### config.mk
export PLATFORM = sky130hd
export DESIGN_NAME = wake_wdt_supervisor
export DESIGN_NICKNAME = d
export VERILOG_FILES = /design/src/rtl/wake_wdt_pkg.sv /design/src/rtl/wdt_fall_detect.sv /design/src/rtl/wdt_service_track.sv /design/src/rtl/wdt_phase_seq.sv /design/src/rtl/wake_wdt_supervisor.sv
export SDC_FILE = /design/constraint.sdc
export NUM_CORES = 1
export LEC_CHECK = 0
export BUFFER_PORTS_ARGS = -buffer_cell sky130_fd_sc_hd__buf_2
export CORE_UTILIZATION = 45
export DETAILED_ROUTE_END_ITERATION = 10
export PLACE_DENSITY = 0.75
export SLEW_MARGIN = 20
export SYNTH_ARGS = -nofsm -noshare
export SYNTH_HDL_FRONTEND = slang
export SYNTH_SLANG_ARGS = --single-unit
### constraint.sdc
create_clock -name clk_i -period 2.22 [get_ports clk_i]
set_clock_uncertainty 0.2 [all_clocks]
set_input_delay 0.222 -clock clk_i [delete_from_list [all_inputs] [get_ports clk_i]]
set_output_delay 0.222 -clock clk_i [all_outputs]
set_load 0.03 [all_outputs]
### src/rtl/wake_wdt_pkg.sv
package wake_wdt_pkg;
  typedef enum logic [1:0] {
    PH_HOLD    = 2'd0,
    PH_RESTART = 2'd1,
    PH_CYCLE   = 2'd2
  } phase_e;
endpackage

### src/rtl/wdt_fall_detect.sv
module wdt_fall_detect #(
  parameter int STAGES = 2
) (
  input  logic clk_i,
  input  logic rst_ni,
  input  logic async_i,
  output logic fall_o
);
  logic [STAGES-1:0] sync_q;
  logic              prev_q;

  for (genvar i = 0; i < STAGES; i++) begin : g_sync
    always_ff @(posedge clk_i or negedge rst_ni) begin
      if (!rst_ni) sync_q[i] <= 1'b1;
      else if (i == 0) sync_q[i] <= async_i;
      else sync_q[i] <= sync_q[(i > 0) ? i - 1 : 0];
    end
  end

  always_ff @(posedge clk_i or negedge rst_ni) begin
    if (!rst_ni) prev_q <= 1'b1;
    else prev_q <= sync_q[STAGES-1];
  end

  assign fall_o = prev_q & ~sync_q[STAGES-1];
endmodule

### src/rtl/wdt_service_track.sv
module wdt_service_track #(
  parameter int LAT_TICKS = 2
) (
  input  logic clk_i,
  input  logic rst_ni,
  input  logic tick_i,
  input  logic clr_i,
  input  logic fall_i,
  output logic serviced_o,
  output logic cut_o
);
  localparam int LW = (LAT_TICKS > 1) ? $clog2(LAT_TICKS) : 1;
  localparam logic [LW-1:0] LAT_LAST = LW'(LAT_TICKS - 1);

  logic          run_q;
  logic [LW-1:0] lat_q;

  always_ff @(posedge clk_i or negedge rst_ni) begin
    if (!rst_ni) begin
      serviced_o <= 1'b0;
      cut_o      <= 1'b0;
      run_q      <= 1'b0;
      lat_q      <= '0;
    end else if (clr_i) begin
      serviced_o <= 1'b0;
      cut_o      <= 1'b0;
      run_q      <= 1'b0;
      lat_q      <= '0;
    end else begin
      // only the first edge of the cycle starts the latency count
      if (fall_i && !serviced_o) begin
        serviced_o <= 1'b1;
        run_q      <= 1'b1;
        lat_q      <= '0;
      end else if (run_q && tick_i) begin
        if (lat_q == LAT_LAST) begin
          cut_o <= 1'b1;
          run_q <= 1'b0;
        end else begin
          lat_q <= lat_q + 1'b1;
        end
      end
    end
  end
endmodule

### src/rtl/wdt_phase_seq.sv
module wdt_phase_seq
  import wake_wdt_pkg::*;
#(
  parameter int UNIT_TICKS = 16
) (
  input  logic clk_i,
  input  logic rst_ni,
  input  logic tick_i,
  input  logic supply_ok_i,
  input  logic serviced_i,
  output logic in_cycle_o,
  output logic first_half_o,
  output logic cycle_end_o,
  output logic rst_no_o
);
  localparam int CYC_TICKS = 8 * UNIT_TICKS;
  localparam int CNT_W     = $clog2(CYC_TICKS);
  localparam logic [CNT_W-1:0] HOLD_LAST  = CNT_W'(UNIT_TICKS - 1);
  localparam logic [CNT_W-1:0] RSTRT_LAST = CNT_W'(4 * UNIT_TICKS - 1);
  localparam logic [CNT_W-1:0] CYC_LAST   = CNT_W'(CYC_TICKS - 1);
  localparam logic [CNT_W-1:0] HALF       = CNT_W'(4 * UNIT_TICKS);

  phase_e           phase_q;
  logic [CNT_W-1:0] cnt_q;

  always_ff @(posedge clk_i or negedge rst_ni) begin
    if (!rst_ni) begin
      phase_q <= PH_HOLD;
      cnt_q   <= '0;
    end else if (!supply_ok_i) begin
      phase_q <= PH_HOLD;
      cnt_q   <= '0;
    end else if (tick_i) begin
      unique case (phase_q)
        PH_HOLD: begin
          if (cnt_q == HOLD_LAST) begin
            phase_q <= PH_RESTART;
            cnt_q   <= '0;
          end else cnt_q <= cnt_q + 1'b1;
        end
        PH_RESTART: begin
          if (cnt_q == RSTRT_LAST) begin
            phase_q <= PH_CYCLE;
            cnt_q   <= '0;
          end else cnt_q <= cnt_q + 1'b1;
        end
        PH_CYCLE: begin
          if (cnt_q == CYC_LAST) begin
            phase_q <= serviced_i ? PH_CYCLE : PH_HOLD;
            cnt_q   <= '0;
          end else cnt_q <= cnt_q + 1'b1;
        end
        default: begin
          phase_q <= PH_HOLD;
          cnt_q   <= '0;
        end
      endcase
    end
  end

  assign in_cycle_o   = (phase_q == PH_CYCLE);
  assign first_half_o = (cnt_q < HALF);
  assign cycle_end_o  = tick_i & supply_ok_i & in_cycle_o & (cnt_q == CYC_LAST);
  assign rst_no_o     = (phase_q != PH_HOLD);
endmodule

### src/rtl/wake_wdt_supervisor.sv
module wake_wdt_supervisor #(
  parameter int UNIT_TICKS = 16,
  parameter int LAT_TICKS  = 2
) (
  input  logic clk_i,
  input  logic rst_ni,
  input  logic tick_i,
  input  logic supply_ok_i,
  input  logic wdi_i,
  output logic wake_o,
  output logic rst_no_o
);
  logic fall, serviced, cut, in_cycle, first_half, cycle_end, clr;

  wdt_fall_detect #(.STAGES(2)) u_fall (
    .clk_i  (clk_i),
    .rst_ni (rst_ni),
    .async_i(wdi_i),
    .fall_o (fall)
  );

  assign clr = ~in_cycle | cycle_end;

  wdt_service_track #(.LAT_TICKS(LAT_TICKS)) u_track (
    .clk_i     (clk_i),
    .rst_ni    (rst_ni),
    .tick_i    (tick_i),
    .clr_i     (clr),
    .fall_i    (fall),
    .serviced_o(serviced),
    .cut_o     (cut)
  );

  wdt_phase_seq #(.UNIT_TICKS(UNIT_TICKS)) u_seq (
    .clk_i       (clk_i),
    .rst_ni      (rst_ni),
    .tick_i      (tick_i),
    .supply_ok_i (supply_ok_i),
    .serviced_i  (serviced),
    .in_cycle_o  (in_cycle),
    .first_half_o(first_half),
    .cycle_end_o (cycle_end),
    .rst_no_o    (rst_no_o)
  );

  assign wake_o = in_cycle & first_half & ~cut;
endmodule

---- Word-level counts from Yosys, hierarchy flattened ----
Cells that the tools add are included.
word-level totals
  bits in registers ....................... 16
  output and inout bits ................... 2
cells by class
  add/subtract/negate cells ............... 2
  order comparisons ....................... 1
  equal/unequal tests ..................... 10
  mux-type cells .......................... 27
  bitwise operators ....................... 10
  reductions and logical operators ........ 13
operators with widths
  kind                 count
  $mux 7               5
  $pmux 7 s3           1
  $mux 1               14
  $mux 2               6
  $ne 3x2->1 const B   3
  $reduce_bool 2->1    4
  $add 7x1->7 const B  1
  $eq 7x4->1 const B   1
  $eq 7x6->1 const B   1
  $eq 7x7->1 const B   1
  $lt 7x7->1 const B   1
  $and 1x1->1          6
  $pmux 2 s3           1
  $reduce_bool 3->1    2
  $ne 2x2->1 const B   2
  $reduce_and 4->1     1
  $not 1->1            3
  $reduce_and 3->1     1
  $eq 2x1->1 const B   1
  $eq 2x2->1 const B   1
  $logic_and 1x1->1    2
  $logic_not 2->1      1
  $reduce_and 2->1     1
  $add 1x1->1 const B  1
  2 further kinds      2

---- Logic depth before layout (Yosys ltp) ----
Gate-level depths: netlist of run 1.
  depth after elaboration ................. 6
  gate-level depth with buffers ........... 5
  mapped depth without buffers ............ 5

---- By module ----
Synthesis of run 1 repeated with hierarchy kept, for this count alone.
second synthesis, totals
  cells, all modules ...................... 87
  area, all modules ....................... 860.8 um2
modules (own cells, without submodules)
  module               instances  cells an instance  area an instance (um2)
  wdt_phase_seq        1          66                 580.6
  wdt_service_track    1          15                 172.7
  wdt_fall_detect      1          4                  92.6
  wake_wdt_supervisor  1          2                  15.0

---- Worst setup path before layout of run 1 ----
OpenSTA, ideal clock, no wires.
  path kind ............................... register to register
  start ................................... register u_seq.cnt_q[0]
  end ..................................... register u_seq.cnt_q[3]
  library setup time ...................... 0.124 ns
  arrival ................................. 1.563 ns
  required time ........................... 1.896 ns
  slack ................................... 0.333 ns
  stages on the path, launching flop included .. 6
  path buffers ............................ 0
  clock period less this slack ............ 1.887 ns
  cell sequence ........................... dfrtp_1 -> ha_1 -> nand3_4 -> o41ai_4 -> nor4_1 -> o31a_1
between the ends
  longest elaborated chain between the ends .. 5
  elaborated cells between the ends (all ways) .. 10
ends and longest elaborated chain
  element                              RTL line                                                       source
  from (decl)                          wdt_phase_seq.sv:24                                            logic [CNT_W-1:0] cnt_q;
  from (signal assigned)               wdt_phase_seq.sv:39                                            end else cnt_q <= cnt_q + 1'b1;
  from (signal assigned)               wdt_phase_seq.sv:45                                            end else cnt_q <= cnt_q + 1'b1;
  from (signal assigned)               wdt_phase_seq.sv:51                                            end else cnt_q <= cnt_q + 1'b1;
  $add 7x1->7 (tied with other cells)  wdt_phase_seq.sv:39, wdt_phase_seq.sv:45, wdt_phase_seq.sv:51
  $mux 7 (on tied branches)            wdt_phase_seq.sv:48, wdt_phase_seq.sv:36, wdt_phase_seq.sv:42
  $pmux 7 s3 (*)                       wdt_phase_seq.sv:34                                            unique case (phase_q)
  $mux 7 (*)                           wdt_phase_seq.sv:33                                            end else if (tick_i) begin
  $mux 7 (*)                           wdt_phase_seq.sv:30                                            end else if (!supply_ok_i) begin
Every way passes the cells marked *; elsewhere a longest branch is shown, timed or not. The select of a mux whose other input is x is not followed.
A chain may end at the register's enable or synchronous reset.

---- Worst setup path in the final report of run 1 ----
Same ends and word-level chain as after synthesis.

==> reports/metrics.csv, run 1 <==
stage,metric,value,unit
finish,NumNets Final,108,
synthesis,Synth Area in Adders,0.0139,
grt,first-pass GRT wire length,2680,um
drt,DR WL/cell,12.5,um
drt,metal2 WL,698,um
synthesis,Mapped Avg Cell Area,9.89,sq um
finish,Area Growth Syn to Fin,12.2,%
pwr,Cell Pwr Density,523,nW/um^2
outcome,status,"complete, no violations",
grt,grt ovf,0,
clock_tree,total CTS buffers,3,
drt,Residual DRC,0,
critical_path,CP cell instances,"ha_1, nand3_4, o41ai_4, nor4_1, o31a_1",
grt,gr usage total,0.173,
synthesis,synth warn,0,
drt,DRT iter0 DRCs,12,
sta,crit path time final,2030,ps
synthesis,Synth Cell Area,900,sq um
synthesis,mux contribution to synthesized area,0.0111,
pwr,total power,528,uW
placement,Final HPWL DP,1150,um
clock_tree,Root Driver,clkbuf_4,
drt,met1 wire length,810,um
flow_run,# Max-Cap Violations,0,
clock_tree,PostCTS Resize Cnt,0,
floorplanning,Cell Rows,15,
critical_path,Setup crit end kind,flip-flop,
clock_tree,CTS max path bufs,2,
synthesis,Synth Register Bits,16,
critical_path,kind of critical path,reg2reg,
synthesis,"Net Count, Synth",97,
sta,Final Cycle Share,0.914,
synthesis,Synth Area in Simple Gates,0.292,
floorplanning,die area,2180,sq um
synthesis,"Seq/Total Area, Yosys",0.449,
grt,largest net degree at the start of global routing,17,
placement,buffers added on ports,6,
clock_tree,CTS Hold Bufs,2,
clock_tree,Skew-Pair Late Insertion Delay,290,ps
hold_path,min-delay worst type,in2reg,
floorplanning,io pins,7,
floorplanning,Starting Density,0.499,
sta,Worst slew margin,0.656,
finish,Layout fillers,170,
sta,RSZ-0062 raised after global routing,false,
sta,Final Setup Violations,0,
drt,vias post-DR,710,
pwr,Max VDD drop,373,uV
synthesis,post-synth cell types,37,
drt,top routing layer in use,met4,
pwr,Leak,0.000414,uW
sta,Fmax achieved,493,MHz
floorplanning,chip height,46.7,um
sta,Max Slew Vio Count,0,
drt,Final ANT Viol Nets,0,
floorplanning,die width,46.7,um
synthesis,largest family of logic cells by synthesized area,simple AND/OR/NAND/NOR gates,
sta,final hold violations,0,
clock_tree,CTS tree,yes,
clock_tree,H-tree Lvls,1,
finish,"commonest non-fill, non-tap cells in the layout","13 x nand2_1, 13 x dfrtp_1, 7 x nor2_1",
critical_path,"Slowest-stage cell, CP",o41ai_4,
critical_path,WP data required,2190,ps
drt,Initial DRT Pass Iterations,4,
placement,routability congestion estimate,0.821,
critical_path,Max stage delay on crit path,540,ps
sta,worst hold slack,76.5,ps
drt,routed vias/inst,5.63,
drt,wire length on met3,40,um
clock_tree,clock sink count,16,
critical_path,Crit Path Max Fanout,9,
grt,antenna violations before repair,0,
finish,layout cells sized above 1,0.198,
sta,worst-margin pin slew,514,ps
synthesis,Syn Inst Count,91,
sta,Total Negative Setup Slacks,0,ps
clock_tree,clk slew on worst S/H paths,80,ps
drt,drt total wl,1570,um
synthesis,compound-gate portion of the synthesized area,0.204,
critical_path,Setup crit start kind,flip-flop,
synthesis,xor/xnor share of the synthesized area,0,
critical_path,Worst EP arrival,2000,ps
grt,vias in the first global route,610,
finish,number of diodes,0,
floorplanning,CORE AREA,1800,sq um
clock_tree,Post-CTS Setup Bufs,0,
## critical path: cells and delay by family, from the launching register on
family,cells,cell delay [ps]
compound gates,2,830
fa+ha+maj,1,260
flops,1,380
simple gates,2,250
## per-stage QoR
stage | worst slack [ps] | utilization | cell area (sq um) | cells
after floorplan | 333 | - | 900 | 91
after global placement | 239 | 0.529 | 953 | 120
after detailed placement | 198 | 0.529 | 953 | 120
after CTS | 183 | 0.560 | 1010 | 126
after global routing | 58.8 | 0.560 | 1010 | 126
final | 192 | 0.560 | 1010 | 126
## power breakdown
group / leakage (uW) / internal (uW) / switching [uW]
combinational: 0.000181 / 12.7 / 19.8
sequential: 0.000212 / 299 / 4.60
clock: 0.0000210 / 99.9 / 91.9
## cells by family after synthesis
group,Yosys count
and+or+nand+nor,45
adders and majority gates,1
muxes,1
buffers and inverters,7
DFF,16
AOI/OAI and AO/OA,21
## layout make-up
type                            instances  area (sq um)  share of cell area
Inverter                                5          18.8              0.0186
Sequential cell                        16           404               0.400
Multi-Input combinational cell         68           469               0.465
Clock buffer                            4          36.3              0.0359
Timing Repair Buffer                    8          50.0              0.0496
Tap cell                               25          31.3              0.0310
## registers in the layout (all words and copies together), names as in the netlist
name	cells
u_seq.cnt_q	7
u_fall.sync_q	2
u_seq.phase_q	2
u_fall.prev_q	1
u_track.cut_o	1
u_track.lat_q	1
u_track.run_q	1
u_track.serviced_o	1
## Yosys cell counts
master	instances	area (sq um)
nand4bb_1	1	11.3
nand2b_1	1	6.26
nand3_1	1	5.00
o21a_1	2	15.0
nand4b_1	1	8.76
and2_1	2	12.5
inv_1	5	18.8
o31a_1	1	8.76
a41o_1	1	10.0
nor3b_1	3	22.5
nand2_1	13	48.8
o2bb2ai_1	1	8.76
or2_2	1	6.26
nor2b_1	3	18.8
a21oi_1	4	20.0
or4b_4	1	13.8
a21boi_0	2	15.0
nor2_1	7	26.3
mux2i_1	1	10.0
or4_1	2	15.0
ha_1	1	12.5
nand3_4	1	17.5
nor4_1	2	12.5
o21ai_0	3	15.0
nor4b_1	1	8.76
nor3_1	3	15.0
o22ai_4	1	20.0
o21ai_2	1	8.76
dfrtp_1	13	325
nand3b_1	1	7.51
o41ai_4	1	27.5
clkbuf_1	2	7.51
nand4_1	1	6.26
a31o_2	1	8.76
o32ai_1	1	8.76
dfstp_2	3	78.8
o221ai_1	2	17.5
## worst paths after layout
path,startpoint,endpoint,slack [ps],depth (start not counted)
max in group asynchronous,rst_ni,u_fall.sync_q[0]$_DFF_PN1_,1340,2
setup / recovery,u_seq.cnt_q[0]$_DFFE_PN0N_,u_seq.cnt_q[3]$_DFFE_PN0N_,190,5
setup reg to reg,u_seq.cnt_q[0]$_DFFE_PN0N_,u_seq.cnt_q[3]$_DFFE_PN0N_,190,5
min in group asynchronous,rst_ni,u_seq.cnt_q[5]$_DFFE_PN0N_,160,2
hold / removal,supply_ok_i,u_seq.cnt_q[3]$_DFFE_PN0N_,80,2
hold reg to reg,u_fall.sync_q[0]$_DFF_PN1_,u_fall.sync_q[1]$_DFF_PN1_,160,0
## metal layers
metal | up-vias | global-route usage
li1 | 356 | -
met1 | 338 | 0.243
met2 | 12 | 0.261
met3 | 4 | 0.0353
met4 | 0 | 0.0686
met5 | - | 0
Note: power is estimated with default switching activity, not from simulation.
==> inputs of run 2 (changes only) <==
--- a/config.mk
+++ b/config.mk
@@ -5,6 +5,7 @@
 export SDC_FILE = /design/constraint.sdc
 export NUM_CORES = 1
 export LEC_CHECK = 0
+export ABC_AREA = 1
 export BUFFER_PORTS_ARGS = -buffer_cell sky130_fd_sc_hd__buf_2
 export CORE_UTILIZATION = 45
 export DETAILED_ROUTE_END_ITERATION = 10
==> run 2 against run 1 <==
Clock-buffer cell count is the same. Routed wire length increased by 17%. Sequential share of layout area fell by 1.9 points. Critical path type is now reg2out. Largest cell class unchanged. Critical path depth decreased by 1.
==> reports/metrics.csv, run 2 <==
stage,metric,value,unit,change
outcome,status,"complete, no violations",,
floorplanning,Starting Density,0.480,,-0.0197
finish,NumNets Final,143,,+32%
pwr,Cell Pwr Density,837,nW/um^2,+60%
placement,pre-CTS setup slack,567,ps,+368 ps
pwr,Max VDD drop,444,uV,+19%
clock_tree,Root Driver,clkbuf_4,,
flow_run,# Max-Cap Violations,0,,unchanged
sta,Final Setup Violations,0,,unchanged
finish,cell area after layout,1060,sq um,+5.1%
drt,DR WL/cell,11.3,um,-9.4%
synthesis,Synth Cell Area,941,sq um,+4.6%
drt,drt total wl,1840,um,+17%
pwr,Flop pwr share,0.411,,-0.164
synthesis,"Net Count, Synth",130,,+34%
critical_path,WP data required,1800,ps,-390 ps
synthesis,ys flop type,dfrtp_1,,
clock_tree,Skew-Pair Late Insertion Delay,300,ps,about the same
synthesis,"Seq/Total Area, Yosys",0.430,,-0.0197
critical_path,Worst EP arrival,1340,ps,-660 ps
clock_tree,PostCTS Resize Cnt,0,,unchanged
floorplanning,CORE AREA,1960,sq um,+8.9%
drt,Initial DRT Pass Iterations,4,,unchanged
synthesis,Synth Register Bits,16,,unchanged
sta,worst hold slack,66.0,ps,-10.5 ps
clock_tree,clock sink count,16,,unchanged
critical_path,"Slowest-stage cell, CP",dfrtp_1,,
finish,Area Growth Syn to Fin,12.8,%,
synthesis,Syn Inst Count,124,,+36%
placement,routability congestion estimate,0.847,,+3.2%
sta,worst-margin pin slew,352,ps,-161 ps
sta,Final Cycle Share,0.792,,-0.122
finish,largest registers,"u_seq.cnt_q (7), u_fall.sync_q (2), u_seq.phase_q (2)",,
pwr,combinational share of power,0.369,,+0.308
synthesis,synth warn,0,,unchanged
synthesis,Area contributors post-synth,"dfrtp_1 35%, nand2_1 14%, dfstp_2 8.4%",,
sta,RSZ-0062 raised after global routing,false,,
synthesis,most instantiated cells after synthesis,"35 x nand2_1, 17 x inv_1, 13 x dfrtp_1, 12 x nor2_1, 10 x nand3_1",,
floorplanning,chip height,47.7,um,+2.2%
drt,Residual DRC,0,,unchanged
clock_tree,Post-CTS Setup Bufs,0,,unchanged
drt,routed vias/inst,4.90,,-13%
placement,buffers added on ports,6,,unchanged
clock_tree,CTS tree,yes,,
floorplanning,die width,47.7,um,+2.2%
floorplanning,die area,2280,sq um,+4.4%
critical_path,Setup crit end kind,output port,,
grt,vias in the first global route,687,,+13%
finish,number of diodes,0,,unchanged
pwr,switching share of total power,0.401,,+0.181
hold_path,min-delay worst type,in2reg,,
clock_tree,CTS max path bufs,2,,unchanged
sta,Max Slew Vio Count,0,,unchanged
synthesis,asr flop ratio synth,1.00,,unchanged
sta,"Worst Setup Slack, final",462,ps,+270 ps
finish,layout cells sized above 1,0.199,,+0.000510
drt,Final ANT Viol Nets,0,,unchanged
drt,DRT iter0 DRCs,30,,+18
placement,Final HPWL DP,1380,um,+20%
pwr,Leak,0.000534,uW,+29%
critical_path,Crit Path Max Fanout,4,,-5
finish,Top reg by flops,u_seq.cnt_q,,
synthesis,Synth area leader,dfrtp_1,,
floorplanning,io pins,7,,unchanged
grt,largest net degree at the start of global routing,17,,unchanged
sta,final hold violations,0,,unchanged
clock_tree,H-tree Lvls,1,,unchanged
pwr,Clk pwr share,0.220,,-0.143
synthesis,Post-synth EDFFs,0,,unchanged
drt,vias post-DR,799,,+13%
grt,grt ovf,0,,unchanged
synthesis,"count leader, synth",nand2_1,,
grt,gr usage total,0.191,,+0.0185
critical_path,Setup crit start kind,flip-flop,,
clock_tree,clk slew on worst S/H paths,100,ps,+20 ps
pwr,NetSw,356,uW,+210%
pwr,Int Power,532,uW,+29%
critical_path,kind of critical path,reg2out,,
grt,antenna violations before repair,0,,unchanged
critical_path,Max stage delay on crit path,440,ps,-100 ps
grt,first-pass GRT wire length,2860,um,+6.9%
finish,"commonest non-fill, non-tap cells in the layout","35 x nand2_1, 17 x inv_1, 13 x dfrtp_1",,
finish,max reg flops,7,,unchanged
floorplanning,Cell Rows,16,,+1
synthesis,top cell type's share of synthesized area,0.346,,-0.0159
sta,Total Negative Setup Slacks,0,ps,unchanged
synthesis,post-synth cell types,24,,-35%
placement,Post-DP Area,1000,sq um,+5.4%
sta,Fmax achieved,569,MHz,+15%
finish,"most common cell after layout, fill and taps aside",nand2_1,,
synthesis,Mapped Avg Cell Area,7.59,sq um,-23%
clock_tree,total CTS buffers,3,,unchanged
sta,Worst slew margin,0.765,,+0.109
critical_path,CP cell instances,"inv_1, nand2_1, nor3_1, buf_2",,
sta,crit path time final,1760,ps,-270 ps
[run 2: logic make-up after synthesis]
logic type               Yosys count  share of synthesized area
AND/OR/NAND/NOR                   73                      0.367
AO/OA/AOI/OAI                     14                     0.0997
XOR/XNOR                           2                     0.0186
flip-flops                        16                      0.430
buffers and inverters             18                     0.0718
adder cells (fa/ha/maj)            1                     0.0133
[run 2: power groups by stage]
stage	combinational, uW	sequential [uW]	clock (uW)
after global routing	374	369	221
after global placement	319	367	0
after CTS	332	364	203
after floorplan	253	361	0
after detailed placement	328	369	0
final	328	365	196
[run 2: worst paths after layout]
check                                             startpoint                      endpoint  slack, ps  cells after the start
min in group asynchronous                             rst_ni  u_seq.phase_q[1]$_DFFE_PN0P_        180                      2
max in group asynchronous                             rst_ni       u_fall.prev_q$_DFF_PN1_       1320                      2
worst max-delay path            u_seq.phase_q[0]$_DFFE_PN0P_                        wake_o        460                      4
worst max register to register    u_seq.cnt_q[0]$_DFFE_PN0N_    u_seq.cnt_q[5]$_DFFE_PN0N_        530                      8
worst min register to register    u_fall.sync_q[0]$_DFF_PN1_    u_fall.sync_q[1]$_DFF_PN1_        160                      0
worst min-delay path                                  tick_i     u_track.cut_o$_DFFE_PN0P_         70                      3
[run 2: final cells by class]
class / instances / area [sq um]
Multi-Input combinational cell: 90 / 469
Inverter: 18 / 67.6
Sequential cell: 16 / 404
Timing Repair Buffer: 8 / 50.0
Tap cell: 27 / 33.8
Fill cell: 196 / 901
Clock buffer: 4 / 36.3
[run 2: per-layer routing]
layer | vias up | routed length, um | GRT usage | share of wire
met5 | - | 0 | 0 | 0
met4 | 0 | 36 | 0.117 | 0.020
met3 | 4 | 71 | 0.0755 | 0.039
met2 | 14 | 863 | 0.270 | 0.47
met1 | 365 | 871 | 0.245 | 0.47
li1 | 416 | - | - | -
[run 2: metrics by stage]
step            util  power [uW]  instances
2_1_floorplan      -         613        124
3_3_place_gp   0.512         686        157
3_5_place_dp   0.512         697        157
4_1_cts        0.541         899        163
5_1_grt        0.541         964        163
6_report       0.541         888        163
[run 2: critical path: cells and delay by family (launching register included)]
| kind | cells | cell delay (ps) |
|---|---|---|
| simple gates | 2 | 270 |
| flops | 1 | 440 |
| buf+inv | 2 | 330 |
[run 2: repair_timing]
| action | in CTS | in global routing |
|---|---|---|
| hold endpoints to repair | 17 | 0 |
| endpoints found under the setup margin | 0 | 0 |
| hold buffers | 2 | 0 |
==> inputs of run 3 (changes only) <==
==> constraint.sdc (replaced) <==
create_clock -name clk_i -period 1.7 [get_ports clk_i]
set_clock_uncertainty 0.2 [all_clocks]
set_input_delay 0.17 -clock clk_i [delete_from_list [all_inputs] [get_ports clk_i]]
set_output_delay 0.17 -clock clk_i [all_outputs]
set_load 0.03 [all_outputs]
==> run 3 against run 2 <==
Critical path depth stayed put. Routed wire length up 5.8%. Global-route usage fell by 0.39 points. Critical path type unchanged. Flip-flop and latch count unchanged.
==> reports/metrics.csv, run 3 (synthesis results as in run 2) <==
stage,metric,value,unit,change
pwr,Cell Pwr Density,1120,nW/um^2,+33%
drt,Final ANT Viol Nets,0,,unchanged
grt,grt ovf,0,,unchanged
placement,routability congestion estimate,0.847,,unchanged
critical_path,kind of critical path,reg2out,,
critical_path,Setup crit start kind,flip-flop,,
sta,crit path time final,1650,ps,
finish,"most common cell after layout, fill and taps aside",nand2_1,,
critical_path,"Slowest-stage cell, CP",dfrtp_1,,
finish,max reg flops,7,,unchanged
finish,"commonest non-fill, non-tap cells in the layout","35 x nand2_1, 17 x inv_1, 13 x dfrtp_1",,
hold_path,min-delay worst type,in2reg,,
finish,Seq. cell area,404,sq um,unchanged
critical_path,Crit Path Max Fanout,4,,unchanged
clock_tree,Root Driver,clkbuf_4,,
floorplanning,CORE AREA,1960,sq um,unchanged
finish,layout cells sized above 1,0.230,,+0.0317
finish,number of diodes,0,,unchanged
placement,Post-DP Area,1000,sq um,unchanged
sta,worst-margin pin slew,372,ps,+19.5 ps
placement,Final HPWL DP,1350,um,-2.2%
grt,largest net degree at the start of global routing,17,,unchanged
sta,final hold violations,0,,unchanged
grt,first-pass GRT wire length,2880,um,+0.73%
finish,NumNets Final,146,,+2.1%
pwr,Max VDD drop,678,uV,+53%
critical_path,WP data required,1330,ps,-470 ps
finish,largest registers,"u_seq.cnt_q (7), u_fall.sync_q (2), u_seq.phase_q (2)",,
clock_tree,clock sink count,16,,unchanged
sta,Fmax achieved,605,MHz,
drt,drt total wl,1950,um,+5.8%
floorplanning,Cell Rows,16,,unchanged
drt,DR WL/cell,11.7,um,+3.8%
drt,vias post-DR,825,,+3.3%
clock_tree,H-tree Lvls,1,,unchanged
critical_path,Max stage delay on crit path,420,ps,-20 ps
sta,Final Cycle Share,0.972,,
outcome,status,"complete, no violations",,
clock_tree,Skew-Pair Late Insertion Delay,290,ps,about the same
critical_path,Setup crit end kind,output port,,
placement,buffers added on ports,6,,unchanged
finish,cell area after layout,1090,sq um,+3.1%
floorplanning,chip height,47.7,um,unchanged
grt,gr usage total,0.188,,-0.00391
finish,Layout fillers,192,,-2.0%
floorplanning,die area,2280,sq um,unchanged
finish,Area Growth Syn to Fin,16.2,%,
pwr,Leak,0.000552,uW,+3.3%
critical_path,crit-path leading delay family,flip-flops,,
clock_tree,CTS max path bufs,2,,unchanged
clock_tree,clk slew on worst S/H paths,110,ps,about the same
clock_tree,total CTS buffers,3,,unchanged
sta,worst hold slack,19.0,ps,-47.0 ps
floorplanning,die width,47.7,um,unchanged
clock_tree,CTS tree,yes,,
flow_run,# Max-Cap Violations,0,,unchanged
sta,Total Negative Setup Slacks,0,ps,unchanged
sta,Max Slew Vio Count,0,,unchanged
critical_path,Worst EP arrival,1280,ps,-60 ps
grt,vias in the first global route,696,,+1.3%
floorplanning,io pins,7,,unchanged
sta,Final Setup Violations,0,,unchanged
sta,Worst slew margin,0.752,,-0.0130
finish,Top reg by flops,u_seq.cnt_q,,
floorplanning,Starting Density,0.480,,unchanged
critical_path,CP cell instances,"inv_1, nand2_1, nor3_2, buf_4",,
grt,antenna violations before repair,0,,unchanged
finish,area of the multi-input gates,477,sq um,+1.6%
drt,DRT iter0 DRCs,48,,+60%
critical_path,Crit path buffers/inverters,2,,unchanged
drt,Residual DRC,0,,unchanged
drt,routed vias/inst,4.97,,+1.4%
drt,Initial DRT Pass Iterations,4,,unchanged
-- run 3: cell count changes in the layout (fill, tap and decap cells not counted) --
cell,change
buf_2,-1
buf_4,+4
ha_1,-1
nor3_1,-1
ha_2,+1
nor3_2,+1
-- run 3: cell type report --
class,count,area share
repair buffers,11,0.0686
clock buffers,4,0.0332
flip-flops and latches,16,0.370
multi-input cells,90,0.436
inverters,18,0.0618
well taps,27,0.0309
-- run 3: per-stage QoR --
stage / worst slack, ps / std cells / utilization / total power [uW]
after floorplan: 98.1 / 124 / - / 801
after global placement: 98.4 / 157 / 0.512 / 895
after detailed placement: 40.0 / 157 / 0.512 / 909
after CTS: 1.26 / 163 / 0.541 / 1180
after global routing: -27.2 / 166 / 0.557 / 1300
final: 47.8 / 166 / 0.557 / 1220
-- run 3: worst register-to-register path, cell delays in order (launching register included) --
cell     delay [ps]
dfrtp_1         370
ha_2            220
nand2_2          80
nor2_4          120
nand2_2         100
nand2_1         110
nand3_2         130
nand3_1         100
nand2_1          60
-- run 3: worst paths after layout --
| path | depth (start not counted) | start | end | slack [ps] |
|---|---|---|---|---|
| setup / recovery | 4 | u_seq.phase_q[0]$_DFFE_PN0P_ | wake_o | 50 |
| hold / removal | 3 | tick_i | u_track.cut_o$_DFFE_PN0P_ | 20 |
| setup reg to reg | 8 | u_seq.cnt_q[1]$_DFFE_PN0N_ | u_seq.cnt_q[5]$_DFFE_PN0N_ | 110 |
| hold reg to reg | 0 | u_fall.sync_q[0]$_DFF_PN1_ | u_fall.sync_q[1]$_DFF_PN1_ | 160 |
| max in group asynchronous | 2 | rst_ni | u_fall.sync_q[0]$_DFF_PN1_ | 840 |
| min in group asynchronous | 2 | rst_ni | u_seq.phase_q[1]$_DFFE_PN0P_ | 130 |
-- run 3: power breakdown --
part           total, uW  switching (uW)  internal (uW)  leakage, uW
Clock                261             131            130    0.0000210
Combinational        498             325            173     0.000320
Sequential           461            36.5            425     0.000210
-- run 3: timing repair --
action / 4_1_cts / 5_1_grt
endpoints found under the setup margin: 0 / 12
gates resized for setup: 0 / 4
setup buffers: 0 / 3
hold buffers: 2 / 0
hold endpoints to repair: 17 / 0
-- run 3: metal layers --
layer | wire, um | vias up | track usage
met3 | 104 | 2 | 0.0642
met5 | 0 | - | 0
met1 | 882 | 371 | 0.242
met4 | 23 | 0 | 0.100
li1 | - | 424 | -
met2 | 938 | 28 | 0.276
